<file path="config.mk">
export PLATFORM = sky130hd
export DESIGN_NAME = irq_status_ctl
export DESIGN_NICKNAME = d
export VERILOG_FILES = /design/src/rtl/irq_ctl_pkg.sv /design/src/rtl/irq_ev_map.sv /design/src/rtl/irq_reg_port.sv /design/src/rtl/irq_stat_bank.sv /design/src/rtl/irq_status_ctl.sv
export SDC_FILE = /design/constraint.sdc
export NUM_CORES = 1
export LEC_CHECK = 0
export BUFFER_PORTS_ARGS = -buffer_cell sky130_fd_sc_hd__buf_4
export CAP_MARGIN = 20
export CORE_MARGIN = 4
export CORE_UTILIZATION = 35
export DETAILED_ROUTE_END_ITERATION = 8
export GPL_TIMING_DRIVEN = 0
export PLACE_DENSITY = 0.74
export REMOVE_ABC_BUFFERS = 1
export SKIP_LAST_GASP = 1
export SLEW_MARGIN = 25
export SYNTH_ARGS = -nofsm -noshare
export SYNTH_HDL_FRONTEND = slang
export SYNTH_SLANG_ARGS = --single-unit
</file>
<file path="constraint.sdc">
create_clock -name clk -period 1.66 [get_ports clk]
set_input_delay 0.083 -clock clk [delete_from_list [all_inputs] [get_ports clk]]
set_output_delay 0.083 -clock clk [all_outputs]
set_load 0.01 [all_outputs]
</file>
<file path="src/rtl/irq_ctl_pkg.sv">
package irq_ctl_pkg;

    localparam int DATA_W   = 32;
    localparam int CTX_N    = 4;
    localparam int ADDR_W_D = 8;

    // field positions, shared by all four registers
    localparam int BUS_ERR_BIT  = 0;
    localparam int WIN_INV_BIT  = 1;
    localparam int DONE_LSB     = 8;
    localparam int CTX_INV_LSB  = 16;
    localparam int UNDERRUN_LSB = 24;

    // register offsets
    localparam logic [ADDR_W_D-1:0] OFF_RAW  = 8'h20;
    localparam logic [ADDR_W_D-1:0] OFF_ENA  = 8'h24;
    localparam logic [ADDR_W_D-1:0] OFF_MSET = 8'h28;
    localparam logic [ADDR_W_D-1:0] OFF_MCLR = 8'h2C;

    typedef logic [DATA_W-1:0] word_t;

    typedef enum logic [2:0] {
        SEL_RAW,
        SEL_ENA,
        SEL_MSET,
        SEL_MCLR,
        SEL_NONE
    } reg_sel_e;

    typedef struct packed {
        word_t raw_set;
        word_t raw_clr;
        word_t msk_set;
        word_t msk_clr;
    } wr_cmd_t;

    function automatic word_t valid_mask(input int n_ctx);
        word_t m;
        m = '0;
        m[BUS_ERR_BIT] = 1'b1;
        m[WIN_INV_BIT] = 1'b1;
        for (int c = 0; c < n_ctx; c++) begin
            m[DONE_LSB + c]     = 1'b1;
            m[CTX_INV_LSB + c]  = 1'b1;
            m[UNDERRUN_LSB + c] = 1'b1;
        end
        return m;
    endfunction

    localparam word_t VALID_BITS = valid_mask(CTX_N);

endpackage

</file>
<file path="src/rtl/irq_ev_map.sv">
module irq_ev_map
    import irq_ctl_pkg::*;
#(
    parameter int NUM_CTX = CTX_N
) (
    input  logic               bus_err,
    input  logic               win_invalid,
    input  logic [NUM_CTX-1:0] ctx_done,
    input  logic [NUM_CTX-1:0] ctx_invalid,
    input  logic [NUM_CTX-1:0] ctx_underrun,
    output word_t              ev_vec
);

    always_comb begin
        ev_vec              = '0;
        ev_vec[BUS_ERR_BIT] = bus_err;
        ev_vec[WIN_INV_BIT] = win_invalid;
        for (int c = 0; c < NUM_CTX; c++) begin
            ev_vec[DONE_LSB + c]     = ctx_done[c];
            ev_vec[CTX_INV_LSB + c]  = ctx_invalid[c];
            ev_vec[UNDERRUN_LSB + c] = ctx_underrun[c];
        end
    end

endmodule

</file>
<file path="src/rtl/irq_reg_port.sv">
module irq_reg_port
    import irq_ctl_pkg::*;
#(
    parameter int ADDR_W = ADDR_W_D
) (
    input  logic              wr,
    input  logic [ADDR_W-1:0] addr,
    input  word_t             wdata,
    input  word_t             raw_q,
    input  word_t             ena_vec,
    input  word_t             msk_q,
    output wr_cmd_t           cmd,
    output word_t             rdata
);

    reg_sel_e sel;
    word_t    wmask;

    always_comb begin
        if (addr == ADDR_W'(OFF_RAW))       sel = SEL_RAW;
        else if (addr == ADDR_W'(OFF_ENA))  sel = SEL_ENA;
        else if (addr == ADDR_W'(OFF_MSET)) sel = SEL_MSET;
        else if (addr == ADDR_W'(OFF_MCLR)) sel = SEL_MCLR;
        else                                sel = SEL_NONE;
    end

    assign wmask = wr ? (wdata & VALID_BITS) : '0;

    always_comb begin
        cmd = '0;
        unique case (sel)
            SEL_RAW:  cmd.raw_set = wmask;
            SEL_ENA:  cmd.raw_clr = wmask;
            SEL_MSET: cmd.msk_set = wmask;
            SEL_MCLR: cmd.msk_clr = wmask;
            default:  cmd = '0;
        endcase
    end

    always_comb begin
        unique case (sel)
            SEL_RAW:            rdata = raw_q;
            SEL_ENA:            rdata = ena_vec;
            SEL_MSET, SEL_MCLR: rdata = msk_q;
            default:            rdata = '0;
        endcase
    end

endmodule

</file>
<file path="src/rtl/irq_stat_bank.sv">
module irq_stat_bank
    import irq_ctl_pkg::*;
(
    input  logic    clk,
    input  logic    rst,
    input  word_t   ev_vec,
    input  wr_cmd_t cmd,
    output word_t   raw_q,
    output word_t   msk_q,
    output word_t   ena_vec
);

    word_t raw_d;
    word_t msk_d;

    // events are ORed in after the clear, so they win
    always_comb begin
        raw_d = ((raw_q & ~cmd.raw_clr) | cmd.raw_set | ev_vec) & VALID_BITS;
        msk_d = ((msk_q | cmd.msk_set) & ~cmd.msk_clr) & VALID_BITS;
    end

    always_ff @(posedge clk) begin
        if (rst) begin
            raw_q <= '0;
            msk_q <= '0;
        end else begin
            raw_q <= raw_d;
            msk_q <= msk_d;
        end
    end

    assign ena_vec = raw_q & msk_q;


    ev_sets_raw_chk: assert property (@(posedge clk) disable iff (rst)
        (ev_vec != '0) |=> ((raw_q & $past(ev_vec & VALID_BITS)) == $past(ev_vec & VALID_BITS)));


    rsvd_zero_chk: assert property (@(posedge clk) disable iff (rst)
        ((raw_q & ~VALID_BITS) == '0) && ((msk_q & ~VALID_BITS) == '0));


    clr_raw_chk: assert property (@(posedge clk) disable iff (rst)
        (cmd.raw_clr != '0) |=> ((raw_q & $past(cmd.raw_clr & ~ev_vec)) == '0));


    msk_set_chk: assert property (@(posedge clk) disable iff (rst)
        (cmd.msk_set != '0) |=> ((msk_q & $past(cmd.msk_set)) == $past(cmd.msk_set)));


    msk_clr_chk: assert property (@(posedge clk) disable iff (rst)
        (cmd.msk_clr != '0) |=> ((msk_q & $past(cmd.msk_clr)) == '0));


    raw_set_chk: assert property (@(posedge clk) disable iff (rst)
        (cmd.raw_set != '0) |=> ((raw_q & $past(cmd.raw_set)) == $past(cmd.raw_set)));

endmodule

</file>
<file path="src/rtl/irq_status_ctl.sv">
module irq_status_ctl
    import irq_ctl_pkg::*;
#(
    parameter int NUM_CTX = CTX_N,
    parameter int ADDR_W  = ADDR_W_D
) (
    input  logic               clk,
    input  logic               rst,
    input  logic               ev_bus_err,
    input  logic               ev_win_invalid,
    input  logic [NUM_CTX-1:0] ev_ctx_done,
    input  logic [NUM_CTX-1:0] ev_ctx_invalid,
    input  logic [NUM_CTX-1:0] ev_ctx_underrun,
    input  logic               reg_wr,
    input  logic [ADDR_W-1:0]  reg_addr,
    input  logic [31:0]        reg_wdata,
    output logic [31:0]        reg_rdata,
    output logic               irq_o
);

    word_t   ev_vec;
    word_t   raw_q;
    word_t   msk_q;
    word_t   ena_vec;
    wr_cmd_t cmd;

    irq_ev_map #(.NUM_CTX(NUM_CTX)) ev_map_i (
        .bus_err      (ev_bus_err),
        .win_invalid  (ev_win_invalid),
        .ctx_done     (ev_ctx_done),
        .ctx_invalid  (ev_ctx_invalid),
        .ctx_underrun (ev_ctx_underrun),
        .ev_vec       (ev_vec)
    );

    irq_reg_port #(.ADDR_W(ADDR_W)) port_i (
        .wr      (reg_wr),
        .addr    (reg_addr),
        .wdata   (reg_wdata),
        .raw_q   (raw_q),
        .ena_vec (ena_vec),
        .msk_q   (msk_q),
        .cmd     (cmd),
        .rdata   (reg_rdata)
    );

    irq_stat_bank bank_i (
        .clk     (clk),
        .rst     (rst),
        .ev_vec  (ev_vec),
        .cmd     (cmd),
        .raw_q   (raw_q),
        .msk_q   (msk_q),
        .ena_vec (ena_vec)
    );

    always_ff @(posedge clk) begin
        if (rst) irq_o <= 1'b0;
        else     irq_o <= |ena_vec;
    end


    irq_rise_chk: assert property (@(posedge clk) disable iff (rst)
        irq_o |-> $past(ena_vec != '0));


    irq_low_chk: assert property (@(posedge clk) disable iff (rst)
        !irq_o |-> $past(ena_vec == '0));


    rst_clear_chk: assert property (@(posedge clk)
        $past(rst) |-> (!irq_o && raw_q == '0 && msk_q == '0));

endmodule

</file>
==> out/metrics.csv, run 1 <==
stage,metric,value,unit
yosys,Synth Flop Type,dfxtp_1,
clocking,"Clk pin slew, worst setup/hold paths",0.06,ns
placed_design,worst slack at placement,-0.408,ns
hold_path,Hold Path Class,in -> reg,
timing,fin. max-slew vios,0,
power,Tot Pwr,1.56,mW
yosys,Post-Syn Instances,226,
critical_path,type of the worst setup path,in -> reg,
clocking,Post-CTS Setup Repair Bufs,0,
critical_path,Worst setup SP type,input port,
detailed_routing,total number of vias,1856,
critical_path,Crit path required time,1.81,ns
yosys,Post-synth EDFFs,0,
global_route,grt ovf,0,
yosys,"top cells by area, synth","dfxtp_1 33%, o31ai_1 12%, a21oi_1 7.9%, buf_4 7.6%, a41oi_1 6.9%",
timing,FMAX,681,MHz
detailed_routing,Routed Wire Length,5360,um
critical_path,"slowest stage delay, CP",0.72,ns
clocking,Clock Sink Count,29,
power,peak supply drop,0.302,mV
floorplan,Die ar.,6290,um^2
global_route,largest net degree at the start of global routing,43,
placed_design,Final Wtd Congestion,0.748,
detailed_routing,post-route ant nets,0,
clocking,CTS Buf Count,5,
timing,unrepaired setup endpoints after global routing,false,
cells_and_area,NumNets Final,323,
yosys,synthesized area per cell,7.87,um^2
clocking,worst skew pair latency,0.28,ns
cells_and_area,layout filler cell count,505,
global_route,antenna violations before repair,0,
critical_path,critical path arrival,1.62,ns
yosys,largest area contributor in the netlist,dfxtp_1,
timing,final hold slack,0.0638,ns
clocking,htree depth,2,
yosys,share of the yosys chip area belonging to registers,0.326,
cells_and_area,ANT cells,0,
timing,Final setup viols,0,
critical_path,CP endpoint kind,register,
timing,Final Hold Vio Count,0,
cells_and_area,layout cell share with drive strength beyond 1,0.243,
status,status,"complete, no violations",
timing,Setup Total Neg Slack,0,ns
power,Pwr per Cell Area,697,nW/um^2
cells_and_area,Area Growth Syn to Fin,25.5,%
clocking,TritonCTS clock tree,built,
clocking,clk root buf,clkbuf_8,
placed_design,placed cells,325,
detailed_routing,first-pass iteration count of the detailed router,4,
yosys,synthesized flop and latch total,29,
placed_design,placed instance area,2130,um^2
yosys,synthesized area,1780,um^2
run,# Max-Cap Violations,0,
detailed_routing,1st-iter DRT viols,131,
timing,Worst Tran Pin Value,0.783,ns
cells_and_area,multi-input logic area,1080,um^2
cells_and_area,Non-Filler Instances,334,
detailed_routing,DR WL/cell,16.0,um
floorplan,I/O pins,90,
cells_and_area,fin util,0.463,
timing,worst setup margin,0.191,ns
timing,Final min period,1.47,ns
yosys,Yosys warnings,0,
floorplan,area of the core,4820,um^2
yosys,post-synth top area share,0.326,
yosys,post-synth cell types,23,
floorplan,Initial Util,0.369,
clocking,buffer depth of the longest clock path,2,
critical_path,slowest CP cell,nand4bb_1,
detailed_routing,DRC,0,
floorplan,FP Rows,25,
critical_path,crit-path cells,buf_4 > nand4bb_1 > o31ai_1 > a21oi_1,
placed_design,IO buf count,53,
power,Leakage Power,0.817,nW
placed_design,DPL Wire Length,3440,um
global_route,GR Util All Layers,0.173,
timing,Slew HR,0.475,
timing,Worst Skew,0.00433,ns
global_route,global-route wire length before repair,8550,um
timing,final period utilization,0.885,
yosys,asr flop ratio synth,0,
cells_and_area,FF+latch area,581,um^2
critical_path,peak fanout along the critical path,18,
floorplan,Die X,79.3,um
detailed_routing,detail-routed via count per cell,5.56,
floorplan,die height,79.3,um
cells_and_area,post-route cell area,2230,um^2
global_route,vias in the first global route,1741,
-- worst max-delay path: cells and delay by family --
| kind | cells | cell delay (ns) |
|---|---|---|
| buffers and inverters | 1 | 0.19 |
| AO/OA/AOI/OAI | 2 | 0.62 |
| AND/OR/NAND/NOR | 1 | 0.72 |
-- sequential cells by signal (all words and copies together) (netlist names) --
| name | count |
|---|---|
| bank_i.msk_q | 14 |
| bank_i.raw_q | 14 |
| irq_o | 1 |
-- per-layer routing --
metal	share of wire	track usage
met1	0.45	0.227
met2	0.47	0.273
met3	0.071	0.0578
met4	0.0075	0.0412
met5	0	0
-- layout make-up --
type                            count  area share
Clock buffer                        8      0.0359
Tap cell                           67      0.0376
Multi-Input combinational cell    175       0.483
Timing Repair Buffer               55       0.184
Sequential cell                    29       0.260
-- cell usage in the layout, fill, tap and decap left out, types with 2 or more instances in the layout --
cell type and count:
nor2_1 14, nand3b_1 2, dfxtp_1 29, or4_1 14
buf_4 54, and2_1 14, a221oi_1 2, o31ai_1 28
clkbuf_8 5, nand2_1 14, a22oi_1 3, clkbuf_1 3
a41oi_1 14, a21oi_1 28, a22o_1 2, o22ai_1 14
conb_1 18
-- worst paths after layout --
path	start	end	slack (ns)	cells after the start
setup / recovery	reg_addr[3]	bank_i.raw_q[0]	0.19	4
hold / removal	ev_ctx_invalid[0]	bank_i.raw_q[16]	0.06	3
setup reg to reg	bank_i.raw_q[19]	irq_o	0.62	3
hold reg to reg	bank_i.msk_q[1]	bank_i.msk_q[1]	0.49	2
-- cell usage after synthesis (all sizes together) (2+ instances only) --
library cell / instances
nor2: 15
a41oi: 14
dfxtp: 29
a22oi: 3
buf: 19
o31ai: 28
o22ai: 14
a21oi: 28
nand2: 15
a22o: 2
a221oi: 2
or4: 15
and2: 14
clkbuf: 21
-- repair_timing --
action | in CTS | in global routing
cloned | 0 | 1
resized for setup | 2 | 1
hold buffers | 0 | 0
pin swaps | 0 | 1
setup endpoints to repair | 28 | 25
-- kinds of logic (layout without fill, tap and decap cells) --
group	after synthesis	count (layout)	share of synthesized area
AO/OA/AOI/OAI	92	92	0.351
buffers and inverters	40	63	0.124
flip-flops	29	29	0.326
other	1	18	0.00211
AND/OR/NAND/NOR	64	65	0.197
-- where the power goes --
group | internal [mW] | total [mW] | switching [mW]
logic | 0.109 | 0.261 | 0.152
registers | 0.721 | 0.742 | 0.0202
clock network | 0.297 | 0.554 | 0.257
Note: power is estimated with default switching activity, not from simulation.
==> inputs of run 2 (changes only) <==
- CORE_ASPECT_RATIO: default -> 1.75
- SETUP_SLACK_MARGIN: default -> 0.4
==> out/metrics.csv, run 2 (synthesized netlist as in run 1, its figures left out) <==
stage,metric,value,unit,change
cells_and_area,Area Growth Syn to Fin,34.6,%,
detailed_routing,1st-iter DRT viols,86,,-34%
global_route,GR Util All Layers,0.186,,+0.0134
floorplan,Die X,61.9,um,-22%
timing,FMAX,763,MHz,+12%
floorplan,I/O pins,90,,unchanged
detailed_routing,first-pass iteration count of the detailed router,4,,unchanged
critical_path,type of the worst setup path,in -> reg,,
cells_and_area,fin util,0.485,,+0.0219
clocking,CTS Hold Bufs,0,,unchanged
critical_path,critical path arrival,1.52,ns,-0.10 ns
timing,fin. max-slew vios,0,,unchanged
power,peak supply drop,0.447,mV,+48%
cells_and_area,layout cell share with drive strength beyond 1,0.320,,+0.0768
placed_design,IO buf count,53,,unchanged
power,Pwr per Cell Area,681,nW/um^2,-2.3%
cells_and_area,Largest regs,"bank_i.msk_q (14), bank_i.raw_q (14), irq_o (1)",,
detailed_routing,total number of vias,2019,,+8.8%
clocking,TritonCTS clock tree,built,,
clocking,clk root buf,clkbuf_8,,
timing,worst setup margin,0.350,ns,+0.159 ns
detailed_routing,DRC,0,,unchanged
clocking,buffer depth of the longest clock path,2,,unchanged
cells_and_area,most frequent cells in the layout,"64 x buf_4, 29 x dfxtp_1, 28 x o31ai_1",,
detailed_routing,routed wl met2,3290,um,+32%
run,# Max-Cap Violations,0,,unchanged
timing,final period utilization,0.789,,-0.0955
cells_and_area,post-route cell area,2390,um^2,+7.3%
cells_and_area,ANT cells,0,,unchanged
floorplan,Initial Util,0.361,,-0.00880
detailed_routing,Routed Wire Length,6160,um,+15%
clocking,"Clk pin slew, worst setup/hold paths",0.06,ns,about the same
hold_path,Hold Path Class,in -> reg,,
power,Leakage Power,0.903,nW,+10%
clocking,CTS Buf Count,5,,unchanged
critical_path,crit-path cells,buf_4 > or4_4 > or4_1 > a21oi_1,,
floorplan,Die ar.,6330,um^2,+0.71%
global_route,largest net degree at the start of global routing,30,,-30%
placed_design,Final Wtd Congestion,0.748,,unchanged
global_route,global-route wire length before repair,8910,um,+4.2%
timing,final hold slack,0.0669,ns,+0.00310 ns
global_route,antenna violations before repair,0,,unchanged
timing,Final min period,1.31,ns,-0.159 ns
placed_design,DPL Wire Length,3660,um,+6.3%
critical_path,Crit path required time,1.87,ns,+0.06 ns
detailed_routing,DR WL/cell,18.4,um,+15%
critical_path,CP bufs+invs,1,,unchanged
cells_and_area,NumNets Final,338,,+4.6%
detailed_routing,DR WL met3,491,um,+28%
timing,Worst Tran Pin Value,0.712,ns,-0.0713 ns
timing,unrepaired setup endpoints after global routing,true,,
cells_and_area,"most common cell after layout, fill and taps aside",buf_4,,
critical_path,Worst setup SP type,input port,,
floorplan,FP Rows,34,,+36%
critical_path,"delay-heaviest family, CP",simple AND/OR/NAND/NOR gates,,
critical_path,peak fanout along the critical path,6,,-12
detailed_routing,DRT met1 WL,2240,um,-8.0%
critical_path,slowest CP cell,or4_4,,
critical_path,CP endpoint kind,register,,
global_route,vias in the first global route,1923,,+10%
timing,Worst Skew,0.00415,ns,-0.000171 ns
floorplan,area of the core,4930,um^2,+2.4%
clocking,worst skew pair latency,0.28,ns,about the same
clocking,htree depth,2,,unchanged
global_route,grt ovf,0,,unchanged
clocking,Clock Sink Count,29,,unchanged
critical_path,"slowest stage delay, CP",0.59,ns,-0.13 ns
timing,Final setup viols,0,,unchanged
detailed_routing,top sig layer,met4,,
floorplan,die height,102,um,+29%
status,status,"complete, no violations",,
placed_design,worst slack at placement,-0.405,ns,+0.00259 ns
timing,Final Hold Vio Count,0,,unchanged
placed_design,placed instance area,2120,um^2,-0.76%
detailed_routing,post-route ant nets,0,,unchanged
timing,Slew HR,0.525,,+0.0500
detailed_routing,detail-routed via count per cell,6.03,,+8.5%
==> run 2: cell types whose count changed in the layout (fill, tap and decap cells not counted), moves of 2 or more <==
cell	change
nor2_2	+3
a21oi_1	-4
a21oi_2	+4
nor2_1	-2
clkbuf_1	-2
buf_4	+10
or4_4	+5
or4_1	-2
==> run 2: cell type report <==
class,count,area [um^2]
flip-flops and latches,29,581
fillers,490,2540
multi-input cells,179,1160
clock buffers,7,86.3
repair buffers,66,497
well taps,54,67.6
==> run 2: routing by layer <==
metal / up-vias / track usage
met5: - / 0
met4: 0 / 0.0768
met3: 10 / 0.0291
met2: 98 / 0.337
met1: 954 / 0.206
li1: 957 / -
==> run 2: path summary, 6_finish.rpt <==
path,end,start,cells past startpoint,slack [ns]
setup / recovery,bank_i.msk_q[18],reg_addr[0],4,0.35
hold / removal,bank_i.raw_q[19],ev_ctx_invalid[3],3,0.07
setup reg to reg,irq_o,bank_i.raw_q[25],3,0.62
hold reg to reg,bank_i.raw_q[8],bank_i.raw_q[8],2,0.49
==> run 2: through the flow <==
step	power, mW	TNS (ns)	std cells
detailed placement	1.01	-12.39	312
global route	1.69	0	335
finish	1.63	0	335
global placement	0.997	-54.11	310
CTS	1.61	0	326
floorplan	0.867	-8.73	203
==> run 2: worst min-delay path: stages <==
cell	delay (ns)
buf_4	0.08
a41oi_1	0.03
a21oi_1	0.12
==> run 2: repair_timing <==
item                       CTS  global route
setup endpoints to repair   42            41
setup buffers                3             8
cloned                       4             1
gates resized for setup      7            11
pin swaps                    7             6
==> run 2: power by group <==
part | internal [mW] | switching, mW | total (mW)
Clock | 0.328 | 0.262 | 0.590
Sequential | 0.721 | 0.0198 | 0.741
Combinational | 0.126 | 0.173 | 0.299
==> inputs of run 3 (changes only) <==
- clock period: 1.66 -> 1.2 ns (I/O delays scaled with it)
==> out/metrics.csv, run 3 (synthesized netlist as in run 1, its figures left out) <==
stage,metric,value,unit,change
status,status,"complete, no violations",,
clocking,buffer depth of the longest clock path,2,,unchanged
clocking,CTS Buf Count,5,,unchanged
cells_and_area,Non-Filler Instances,345,,+3.0%
power,peak supply drop,0.736,mV,+65%
placed_design,placed cells,312,,unchanged
global_route,largest net degree at the start of global routing,30,,unchanged
clocking,"Clk pin slew, worst setup/hold paths",0.06,ns,about the same
placed_design,Final Wtd Congestion,0.748,,unchanged
cells_and_area,layout filler cell count,378,,-23%
global_route,global-route wire length before repair,10500,um,+17%
global_route,antenna violations before repair,0,,unchanged
critical_path,type of the worst setup path,in -> reg,,
detailed_routing,DR WL/cell,22.5,um,+22%
critical_path,Worst setup SP type,input port,,
cells_and_area,post-route cell area,3090,um^2,+29%
critical_path,crit-path cells,buf_4 > nand3b_1 > buf_4 > or4_1 > a21oi_1,,
timing,Worst Skew,0.00575,ns,+0.00159 ns
timing,Final min period,1.19,ns,
timing,Final Hold Vio Count,0,,unchanged
critical_path,critical path arrival,1.39,ns,-0.13 ns
clocking,htree depth,2,,unchanged
timing,final hold slack,0.0253,ns,-0.0416 ns
power,Int Power,1.70,mW,+45%
timing,Final setup viols,0,,unchanged
power,Comb pwr share,0.239,,+0.055
timing,final period utilization,0.989,,
detailed_routing,detail-routed via count per cell,6.66,,+10%
cells_and_area,NumNets Final,348,,+3.0%
critical_path,CP endpoint kind,register,,
critical_path,"slowest stage delay, CP",0.50,ns,-0.09 ns
power,share of power burned in registers,0.423,,-0.031
floorplan,Die X,61.9,um,unchanged
timing,fin. max-slew vios,0,,unchanged
power,Tot Pwr,2.47,mW,+51%
placed_design,DPL Wire Length,3660,um,unchanged
run,# Max-Cap Violations,0,,unchanged
cells_and_area,"most common cell after layout, fill and taps aside",buf_4,,
timing,unrepaired setup endpoints after global routing,true,,
global_route,Most Crowded Layer GR,met2,,
cells_and_area,FF+latch area,597,um^2,+2.8%
critical_path,slowest CP cell,or4_1,,
cells_and_area,most frequent cells in the layout,"53 x buf_4, 21 x a21oi_1, 18 x conb_1",,
power,clock share of power,0.338,,-0.024
critical_path,"delay-heaviest family, CP",simple AND/OR/NAND/NOR gates,,
floorplan,Initial Util,0.361,,unchanged
floorplan,die height,102,um,unchanged
power,Pwr per Cell Area,799,nW/um^2,+17%
detailed_routing,first-pass iteration count of the detailed router,4,,unchanged
critical_path,CP bufs+invs,2,,+1
power,NetSw,0.765,mW,+68%
detailed_routing,post-route ant nets,0,,unchanged
clocking,Clock Sink Count,29,,unchanged
floorplan,Die ar.,6330,um^2,unchanged
placed_design,placed instance area,2120,um^2,unchanged
cells_and_area,fin util,0.626,,+0.140
critical_path,peak fanout along the critical path,19,,+13
global_route,vias in the first global route,2205,,+15%
clocking,TritonCTS clock tree,built,,
critical_path,Crit path required time,1.41,ns,-0.46 ns
cells_and_area,ANT cells,0,,unchanged
detailed_routing,1st-iter DRT viols,148,,+72%
global_route,global routing usage on met1,0.247,,+0.0408
power,Leakage Power,1.06,nW,+18%
global_route,grt ovf,0,,unchanged
clocking,CTS Hold Bufs,0,,unchanged
cells_and_area,layout cell share with drive strength beyond 1,0.584,,+0.264
detailed_routing,DRC,0,,unchanged
critical_path,CP dominant cell by count,buf_4,,
critical_path,Worst R2R Setup Slack,0.11,ns,-0.51 ns
detailed_routing,Routed Wire Length,7760,um,+26%
clocking,clk root buf,clkbuf_8,,
power,sw frac,0.310,,+0.0307
placed_design,IO buf count,53,,unchanged
global_route,GR Util All Layers,0.221,,+0.0348
floorplan,FP Rows,34,,unchanged
cells_and_area,Area Growth Syn to Fin,73.6,%,
clocking,worst skew pair latency,0.28,ns,about the same
floorplan,area of the core,4930,um^2,unchanged
timing,FMAX,842,MHz,
global_route,GR Layer Usage met2,0.373,,+0.0355
detailed_routing,total number of vias,2297,,+14%
cells_and_area,Largest regs,"bank_i.msk_q (14), bank_i.raw_q (14), irq_o (1)",,
cells_and_area,multi-input logic area,1690,um^2,+45%
floorplan,I/O pins,90,,unchanged
hold_path,Hold Path Class,in -> reg,,
global_route,grt met3 use,0.0405,,+0.0114
[run 3: area by class of cell]
cell class,instances,area share
clock buffer,7,0.0280
timing repair buffer,72,0.209
multi-input combinational,183,0.548
sequential,29,0.193
tap,54,0.0219
[run 3: metal layers]
| layer | vias to the layer above | part of all wire |
|---|---|---|
| met4 | 0 | 0.050 |
| met2 | 177 | 0.52 |
| met5 | - | 0 |
| li1 | 989 | - |
| met3 | 39 | 0.093 |
| met1 | 1092 | 0.34 |
[run 3: worst paths after layout]
kind	cells after the start	from	endpoint
min	3	ev_win_invalid	bank_i.raw_q[1]
max	5	reg_addr[3]	bank_i.msk_q[11]
min reg2reg	2	bank_i.raw_q[25]	bank_i.raw_q[25]
max reg2reg	3	bank_i.raw_q[24]	irq_o
[run 3: power by group through the flow]
stage	combinational, mW	clock (mW)	sequential, mW
after floorplan	0.162	0	1.04
after global placement	0.335	0	1.04
after detailed placement	0.351	0	1.05
after CTS	0.475	0.820	1.03
after global routing	0.625	0.865	1.05
final	0.589	0.834	1.05
[run 3: what timing repair did]
action | in CTS | in global routing
endpoints found under the setup margin | 43 | 43
buffers inserted | 16 | 1
gates resized for setup | 59 | 83
pin swaps | 43 | 42
gates cloned | 8 | 1
hold endpoints to repair | 0 | 0
[run 3: worst min-delay path: stages]
cell and delay (ns):
buf_4 0.08, a41oi_1 0.03, a21oi_1 0.10
[run 3: per-stage QoR]
stage                TNS, ns  setup WS (ns)
floorplan             -26.77         -0.874
global placement      -72.15          -2.65
detailed placement    -30.43         -0.842
CTS                        0         0.0126
global route        -0.00772       -0.00705
finish                     0         0.0129
